<file path="src/rtl/wpg_pkg.sv">
package wpg_pkg;

    // Returns the count that comes one step before an edge count, modulo the period.
    function automatic longint unsigned edge_pre(input longint unsigned edge_cnt,
                                                 input int unsigned    width);
        longint unsigned period;
        period = longint'(1) << width;
        return (edge_cnt + period - 1) % period;
    endfunction

endpackage

</file>
<file path="src/rtl/wpg_split_counter.sv">
module wpg_split_counter #(
    parameter int unsigned CNT_W = 22,
    parameter int unsigned LO_W  = 11
) (
    input  logic             clk,
    input  logic             rst,
    output logic [CNT_W-1:0] count_o
);
    localparam int unsigned HI_W = CNT_W - LO_W;
    localparam logic [LO_W-1:0] LO_PRE = {{(LO_W-1){1'b1}}, 1'b0};

    typedef struct packed {
        logic [HI_W-1:0] hi;
        logic [LO_W-1:0] lo;
        logic            carry;
    } cnt_st_t;

    cnt_st_t st_d, st_q;

    always_comb begin
        st_d       = st_q;
        st_d.lo    = st_q.lo + 1'b1;
        // carry is registered one cycle before the lower section is all ones
        st_d.carry = (st_q.lo == LO_PRE);
        if (st_q.carry) begin
            st_d.hi = st_q.hi + 1'b1;
        end
        if (rst) begin
            st_d = '0;
        end
    end

    always_ff @(posedge clk) begin
        st_q <= st_d;
    end

    assign count_o = {st_q.hi, st_q.lo};

    logic seen_rst_q;
    always_ff @(posedge clk) begin
        if (rst) seen_rst_q <= 1'b1;
        else if (seen_rst_q !== 1'b1) seen_rst_q <= 1'b0;
    end


    step_chk: assert property (@(posedge clk) disable iff (rst)
        seen_rst_q |=> count_o == CNT_W'($past(count_o) + 1'b1));


    carry_align_chk: assert property (@(posedge clk) disable iff (rst)
        (seen_rst_q && st_q.lo == {LO_W{1'b1}}) |-> st_q.carry);


    cnt_reset_chk: assert property (@(posedge clk)
        rst |=> count_o == '0);

    initial begin
        assert (LO_W >= 2 && LO_W < CNT_W);
    end

endmodule

</file>
<file path="src/rtl/wpg_level_track.sv">
module wpg_level_track #(
    parameter logic RST_LEVEL = 1'b0
) (
    input  logic clk,
    input  logic rst,
    input  logic set_i,
    input  logic clr_i,
    output logic level_o
);
    typedef struct packed {
        logic level;
    } lvl_st_t;

    lvl_st_t st_d, st_q;

    always_comb begin
        st_d = st_q;
        if (set_i) begin
            st_d.level = 1'b1;
        end else if (clr_i) begin
            st_d.level = 1'b0;
        end
        if (rst) begin
            st_d.level = RST_LEVEL;
        end
    end

    always_ff @(posedge clk) begin
        st_q <= st_d;
    end

    assign level_o = st_q.level;


    hold_chk: assert property (@(posedge clk) disable iff (rst)
        (!set_i && !clr_i) |=> $stable(level_o));


    set_chk: assert property (@(posedge clk) disable iff (rst)
        set_i |=> level_o);


    clr_chk: assert property (@(posedge clk) disable iff (rst)
        (clr_i && !set_i) |=> !level_o);


    lvl_reset_chk: assert property (@(posedge clk)
        rst |=> level_o == RST_LEVEL);

endmodule

</file>
<file path="src/rtl/windowed_pulse_gen.sv">
module windowed_pulse_gen #(
    parameter int unsigned CNT_W  = 22,
    parameter int unsigned LO_W   = 11,
    parameter int unsigned A_RISE = 120,
    parameter int unsigned A_FALL = 179,
    parameter int unsigned B_FALL = 48000,
    parameter int unsigned B_RISE = 48825
) (
    input  logic clk,
    input  logic rst,
    output logic pulse_a,
    output logic pulse_b
);
    import wpg_pkg::*;

    localparam logic [CNT_W-1:0] A_RISE_PRE = CNT_W'(edge_pre(A_RISE, CNT_W));
    localparam logic [CNT_W-1:0] A_FALL_PRE = CNT_W'(edge_pre(A_FALL, CNT_W));
    localparam logic [CNT_W-1:0] B_FALL_PRE = CNT_W'(edge_pre(B_FALL, CNT_W));
    localparam logic [CNT_W-1:0] B_RISE_PRE = CNT_W'(edge_pre(B_RISE, CNT_W));

    typedef struct packed {
        logic a_set;
        logic a_clr;
        logic b_set;
        logic b_clr;
    } hit_t;

    logic [CNT_W-1:0] count;
    hit_t             hit_d;

    wpg_split_counter #(
        .CNT_W (CNT_W),
        .LO_W  (LO_W)
    ) u_counter (
        .clk     (clk),
        .rst     (rst),
        .count_o (count)
    );

    // Equality against the count one step before each edge.
    always_comb begin
        hit_d       = '0;
        hit_d.a_set = (count == A_RISE_PRE);
        hit_d.a_clr = (count == A_FALL_PRE);
        hit_d.b_set = (count == B_RISE_PRE);
        hit_d.b_clr = (count == B_FALL_PRE);
    end

    wpg_level_track #(.RST_LEVEL(1'b0)) u_track_a (
        .clk     (clk),
        .rst     (rst),
        .set_i   (hit_d.a_set),
        .clr_i   (hit_d.a_clr),
        .level_o (pulse_a)
    );

    wpg_level_track #(.RST_LEVEL(1'b1)) u_track_b (
        .clk     (clk),
        .rst     (rst),
        .set_i   (hit_d.b_set),
        .clr_i   (hit_d.b_clr),
        .level_o (pulse_b)
    );


    a_rise_chk: assert property (@(posedge clk) disable iff (rst)
        (count == A_RISE_PRE) |=> pulse_a);


    b_fall_chk: assert property (@(posedge clk) disable iff (rst)
        (count == B_FALL_PRE) |=> !pulse_b);

    initial begin
        assert (A_RISE > 0 && A_RISE < A_FALL && A_FALL <= (1 << CNT_W));
        assert (B_FALL > 0 && B_FALL < B_RISE && B_RISE <= (1 << CNT_W));
    end

endmodule

</file>
<file path="config.mk">
export PLATFORM = sky130hd
export DESIGN_NAME = windowed_pulse_gen
export DESIGN_NICKNAME = d
export VERILOG_FILES = /design/src/rtl/wpg_pkg.sv /design/src/rtl/wpg_split_counter.sv /design/src/rtl/wpg_level_track.sv /design/src/rtl/windowed_pulse_gen.sv
export SDC_FILE = /design/constraint.sdc
export NUM_CORES = 1
export LEC_CHECK = 0
export BUFFER_PORTS_ARGS = -buffer_cell sky130_fd_sc_hd__buf_2
export CORE_MARGIN = 2
export CORE_UTILIZATION = 52
export DETAILED_ROUTE_END_ITERATION = 16
export PLACE_DENSITY_LB_ADDON = 0.08
export SYNTH_ARGS = -nofsm -noshare
export SYNTH_HDL_FRONTEND = slang
export SYNTH_SLANG_ARGS = --single-unit
export TNS_END_PERCENT = 5
</file>
<file path="constraint.sdc">
create_clock -name clk -period 3.63 [get_ports clk]
set_clock_uncertainty 0.2 [all_clocks]
set_input_delay 0.1815 -clock clk [delete_from_list [all_inputs] [get_ports clk]]
set_output_delay 0.1815 -clock clk [all_outputs]
set_load 0.005 [all_outputs]
</file>
==> results of run 1 <==
[power breakdown]
part / total, mW / leakage (nW) / internal [mW] / switching (mW)
registers: 0.281 / 0.202 / 0.277 / 0.00411
logic: 0.0129 / 0.185 / 0.00453 / 0.00834
clock network: 0.122 / 0.0150 / 0.0430 / 0.0793
[area by class of cell]
type	instances	area share
clock buffer	4	0.02190
inverter	5	0.01564
multi-input combinational	96	0.5037
sequential	25	0.4171
tap	28	0.02920
timing repair buffer	3	0.01251
[critical path, stage by stage, from the launching register on]
cell	delay, ns
dfxtp_1	0.37
or4_4	0.57
nor4_4	0.31
nand3_1	0.10
a32o_1	0.27
[per-layer routing]
layer	wire length (um)	up-vias
met1	998	437
li1	-	464
met2	1079	12
met4	49	0
met3	52	5
met5	0	-
[cells in the final DEF (no fill, tap or decap)]
master,Yosys,routed
mux2i_1,1,1
clkbuf_1,3,1
nand2_1,10,10
nor3b_1,1,1
inv_1,5,5
buf_2,0,3
nor4_1,3,3
nor3_1,8,8
or4_4,1,1
xor2_1,5,5
clkbuf_4,0,3
and4_1,1,1
nand4_1,5,5
xnor2_1,9,9
nor2b_1,1,1
dfxtp_1,25,25
or4_1,2,2
and3_1,1,1
a32o_1,1,1
o21ai_0,5,5
ha_1,4,4
a21oi_1,5,5
a211o_1,1,1
nor2_1,16,16
or3_1,4,4
nor4_4,1,1
nand3_1,8,8
nor4b_1,1,1
or3_2,2,2
[cells in the mapped netlist (all sizes together)]
master / instances
buf: 1
inv: 5
a32o: 1
nand2: 10
xor2: 5
nor4b: 1
nor4: 4
nand4: 5
or4: 3
nor3: 8
and4: 1
mux2i: 1
a211o: 1
nor2b: 1
clkbuf: 4
a21oi: 5
nor3b: 1
or3: 6
ha: 4
nand3: 8
nor2: 16
xnor2: 9
o21ai: 5
dfxtp: 25
and3: 1
[through the flow]
step | std cells | hold WS, ns | util
5_1_grt | 161 | 0.08304 | 0.5585
3_3_place_gp | 157 | 0.2506 | 0.5463
2_1_floorplan | 131 | 0.1531 | -
3_5_place_dp | 157 | 0.2577 | 0.5463
6_report | 161 | 0.07679 | 0.5585
4_1_cts | 161 | 0.07121 | 0.5585
[worst paths after layout]
| check | cells past startpoint | end | from | slack (ns) |
|---|---|---|---|---|
| setup / recovery | 4 | u_track_a.level_o | u_counter.count_o[17] | 1.72 |
| hold / removal | 2 | u_counter.count_o[0] | rst | 0.08 |
| setup reg to reg | 4 | u_track_a.level_o | u_counter.count_o[17] | 1.72 |
| hold reg to reg | 1 | u_track_b.level_o | u_track_b.level_o | 0.28 |
[state kept, by name, summed over array words and instances, names as in the netlist]
name	count
u_track_a.level_o	1
u_counter.st_q	1
u_counter.count_o	22
u_track_b.level_o	1
[logic make-up after synthesis]
group           count (synthesis)  share of synthesized area
buf+inv                        10                    0.04021
flops                          25                     0.4348
simple gates                   65                     0.3065
mux                             1                   0.008696
fa+ha+maj                       4                    0.04348
compound gates                 12                    0.05978
xor+xnor                       14                     0.1065
==> key figures, run 1 <==
Status
  – Outcome: finished, final reports clean

Clocking
  – H-Tree Depth: 1
  – CTS tree: built
  – Latest clock arrival within the worst-skew pair: 0.32 ns
  – Clk Tree Root Cell: clkbuf_4
  – Total clock sinks: 25
  – Clock slew at reported path FFs: approximately 0.13 ns
  – Hold-fix buffers at CTS: 0
  – Clock Tree Buf Depth: 2
  – CTS buffer count: 3
  – CTS resizes: 0
  – Postcts setup bufs: 0

Place
  – Buffers on Ports: 3
  – Pre-CTS WS: around 1.7 ns
  – Post-DP Area: around 0.0012 mm^2
  – Dpl hpwl: roughly 1.6 mm
  – Gpl congestion: about 0.84

Detailed routing
  – Vias per inst: approximately 5.7
  – Drt pass-1 iters: 4
  – Initial DRC count: 14
  – Detailed Route WL: about 2.2 mm
  – Drt drc: 0
  – Routed via count: about 900
  – WL per Instance: between 10 and 15 um
  – Routed Antenna Nets: 0

Cells and area
  – FILL cells: ~210
  – Multi-input gate area: 604.3 um^2
  – P&R area growth vs syn: 4.239%
  – Reg area: around 500 um^2
  – Fin nets: 140
  – # diodes: 0
  – Design area: 0.001200 mm^2
  – Share of cells above drive strength 1: 0.07519

Timing
  – Tmin final: between 1.5 and 2 ns
  – Setup-failing EPs final: 0
  – Relative max-transition margin: 0.6931
  – Final setup margin: roughly 1.7 ns
  – Worst Tran Pin Value: around 0.46 ns
  – Slew Viols, Final: 0
  – Final hold vios: 0
  – RSZ-0062 raised after global routing: no
  – Setup TNS: 0 ns
  – FMAX: roughly 520 MHz
  – Final period util: 0.5270

GRT
  – Most Used Layer, Global Route: met2
  – Met2 Use GR: 0.3398
  – Vias in the first global route: about 890
  – Antenna violations before repair: 0
  – Met1 Usage GRT: 0.2375
  – GRT Overall Usage: 0.1985
  – GR Util met3: 0.02632
  – Global-route wire length before repair: between 3 and 4 mm
  – Grt ovf: 0
  – Pin count of the biggest net entering global routing: 26

Floorplan
  – Cell Rows: 17
  – Ports: 4
  – Die height: 51.05 um
  – DIE AREA: ~0.0026 mm^2
  – Chip width: 51.05 um
  – Starting Density: 0.5358
  – Core area: 0.002148 mm^2

Yosys
  – Cell area after synthesis: 0.001151 mm^2
  – Count of cell types in the netlist: 29
  – Top-area cell type share of the netlist area: 0.4348
  – Top post-synthesis cells by area: dfxtp_1 43%, xnor2_1 6.8%, nor2_1 5.2%, ha_1 4.3%, xor2_1 3.8%
  – Syn Area/Cell: 8.787 um^2
  – Largest area contributor in the netlist: dfxtp_1
  – Post-Syn Nets: roughly 140
  – Synth Register Bits: 25
  – Yosys warns: 0
  – Synth Instances: between 100 and 150
  – Sequential area share after synthesis: 0.4348

Setup path
  – WP data required: ~3.7 ns
  – Crit Path Category: reg -> reg
  – Crit path max fanout: 6
  – Crit. End Element: flop
  – CP Launch Type: flop
  – Crit path DAT: between 1.5 and 2 ns

Power and ir drop
  – Peak supply drop: 0.0002655 V
  – Pwr dens: ~350 mW/mm^2
  – P_leak: between 0.4 and 0.5 nW
  – Tot Pwr: around 420 uW

Worst hold path
  – Min-Delay Path Class: in -> reg

Flow run
  – Number of max-cap violations: 0
No activity file was read; power rests on OpenSTA's default activity.
==> run 2, diff against run 1 <==
==> constraint.sdc (replaced) <==
create_clock -name clk -period 1.56 [get_ports clk]
set_clock_uncertainty 0.2 [all_clocks]
set_input_delay 0.078 -clock clk [delete_from_list [all_inputs] [get_ports clk]]
set_output_delay 0.078 -clock clk [all_outputs]
set_load 0.005 [all_outputs]
==> run 2 against run 1 <==
Largest power group unchanged. Final cell count increased by 16%. Maximum frequency grew 3.3%. Critical path type unchanged. The run now ends with negative setup slack left. Combinational power rose to 3.7 times the previous value. Global-route usage increased by 2.2 points. Worst hold slack improved by 0.21 ns. First-iteration DRC count is 21% higher.
==> key figures, run 2 (synthesized netlist as in run 1, its figures left out) <==
Status
  – Outcome: finished with violations
  – Failing checks: negative setup slack

GRT
  – Vias in the first global route: 950
  – Grt ovf: 0
  – GRT Overall Usage: 0.2204
  – Global-route wire length before repair: about 4.2 mm
  – Most Used Layer, Global Route: met2
  – Pin count of the biggest net entering global routing: 16
  – GR Util met3: 0.06433
  – Antenna violations before repair: 0
  – Met2 Use GR: 0.3312
  – Met1 Usage GRT: 0.3067

Timing
  – Final hold vios: 0
  – Hold Slack: ~0.29 ns
  – Final setup margin: -0.2923 ns
  – FMAX: around 540 MHz
  – Tmin final: approximately 1.9 ns
  – Final period util: 1.187
  – Relative max-transition margin: 0.7172
  – Slew Viols, Final: 0
  – RSZ-0062 raised after global routing: yes
  – Worst Tran Pin Value: 0.4182 ns
  – Setup-failing EPs final: 2

Cells and area
  – Commonest non-fill, non-tap cell in the layout: buf_4
  – Share of cells above drive strength 1: 0.3711
  – # diodes: 0
  – Fin nets: about 170
  – Most frequent cells in the layout: 24 x buf_4, 16 x nor2_1, 16 x dfxtp_1
  – Largest register FFs: 22
  – P&R area growth vs syn: 31.74%
  – FILL cells: 164
  – Final Core Density: 0.7059

Power and ir drop
  – Pwr dens: 667.8 mW/mm^2
  – P_leak: 0.5491 nW
  – Tot Pwr: 1.013 mW
  – Peak supply drop: roughly 0.00089 V

Clocking
  – CTS tree: built
  – Clock slew at reported path FFs: around 0.14 ns
  – H-Tree Depth: 1
  – Latest clock arrival within the worst-skew pair: between 0.3 and 0.4 ns
  – CTS buffer count: 3
  – Clk Tree Root Cell: clkbuf_4
  – Total clock sinks: 25
  – Clock Tree Buf Depth: 2

Detailed routing
  – Drt pass-1 iters: 4
  – Routed Antenna Nets: 0
  – WL per Instance: 14.36 um
  – Drt drc: 0
  – Vias per inst: about 5.6
  – Routed via count: approximately 1000
  – Detailed Route WL: about 2.7 mm
  – Initial DRC count: 17

Floorplan
  – Starting Density: 0.5358
  – Chip width: 51.05 um
  – DIE AREA: 0.002606 mm^2
  – Die height: 51.05 um
  – Ports: 4
  – Core area: approximately 0.0021 mm^2
  – Cell Rows: 17

Setup path
  – Crit Reg-Reg Startpoint: u_counter.count_o[19]
  – Setup crit start: u_counter.count_o[19]
  – Crit. End Element: flop
  – WP data required: 1.60 ns
  – Worst reg-to-reg setup slack: -0.29 ns
  – Crit path max fanout: 2
  – CP Launch Type: flop
  – Crit path DAT: between 1.5 and 2 ns
  – Crit Path Category: reg -> reg

Place
  – Gpl congestion: just over 0.8
  – Buffers on Ports: 3
  – Dpl hpwl: ~1.8 mm

Flow run
  – Number of max-cap violations: 0

Worst hold path
  – Hold Crit Start: u_track_b.level_o
  – Min-Delay Path Class: reg -> reg
[run 2: cell count changes in the layout (fill, tap and decap cells not counted), sizes merged]
| cell | change |
|---|---|
| dlygate4sd3 | +1 |
| clkbuf | -1 |
| buf | +25 |
| clkinvlp | +1 |
[run 2: power by group]
| group | internal, mW | switching [mW] |
|---|---|---|
| combinational | 0.0216 | 0.0263 |
| clock | 0.0983 | 0.212 |
| sequential | 0.646 | 0.00835 |
| total | 0.766 | 0.246 |
[run 2: timing repair]
action | in CTS | in global routing
resized for setup | 12 | 15
endpoints found under the hold margin | 11 | 0
hold buffers | 1 | 0
setup buffers | 0 | 1
setup endpoints to repair | 7 | 13
pin swaps | 2 | 7
gates cloned | 0 | 0
[run 2: worst max-delay path, cell delays in order (launching register included)]
cell and delay [ns]:
dfxtp_2 0.35, or4_4 0.55, buf_4 0.16, nor3_4 0.11, nand3_1 0.09, a211o_1 0.30
[run 2: per-stage QoR]
stage / TNS [ns] / setup WS, ns / instance area, um^2 / std cells
3_5_place_dp: -0.5785 / -0.2505 / 1360 / 181
5_1_grt: -0.9389 / -0.3209 / 1516 / 187
4_1_cts: -0.4641 / -0.2690 / 1441 / 186
3_3_place_gp: -0.4866 / -0.2218 / 1360 / 181
2_1_floorplan: -0.4410 / -0.2224 / 1157 / 131
6_report: -0.5728 / -0.2923 / 1516 / 187
[run 2: cell type report]
class	count	area (um^2)	share of cell area
clock buffer	3	22.52	0.01485
clock inverter	1	7.507	0.004951
inverter	5	18.77	0.01238
multi-input combinational	96	704.4	0.4645
sequential	25	511.7	0.3375
tap	28	35.03	0.02310
timing repair buffer	29	216.5	0.1427
[run 2: path summary, 6_finish.rpt]
kind	depth (start not counted)	end
worst max-delay path	5	u_track_b.level_o
worst min-delay path	1	u_track_b.level_o
worst max register to register	5	u_track_b.level_o
worst min register to register	1	u_track_b.level_o
[run 2: metal layers]
layer  vias up  routed length [um]  part of all wire
li1        514                   -                 -
met2        11                1330              0.50
met5         -                   0                 0
met1       514                1251              0.47
met4         0                  25            0.0093
met3         4                  78             0.029
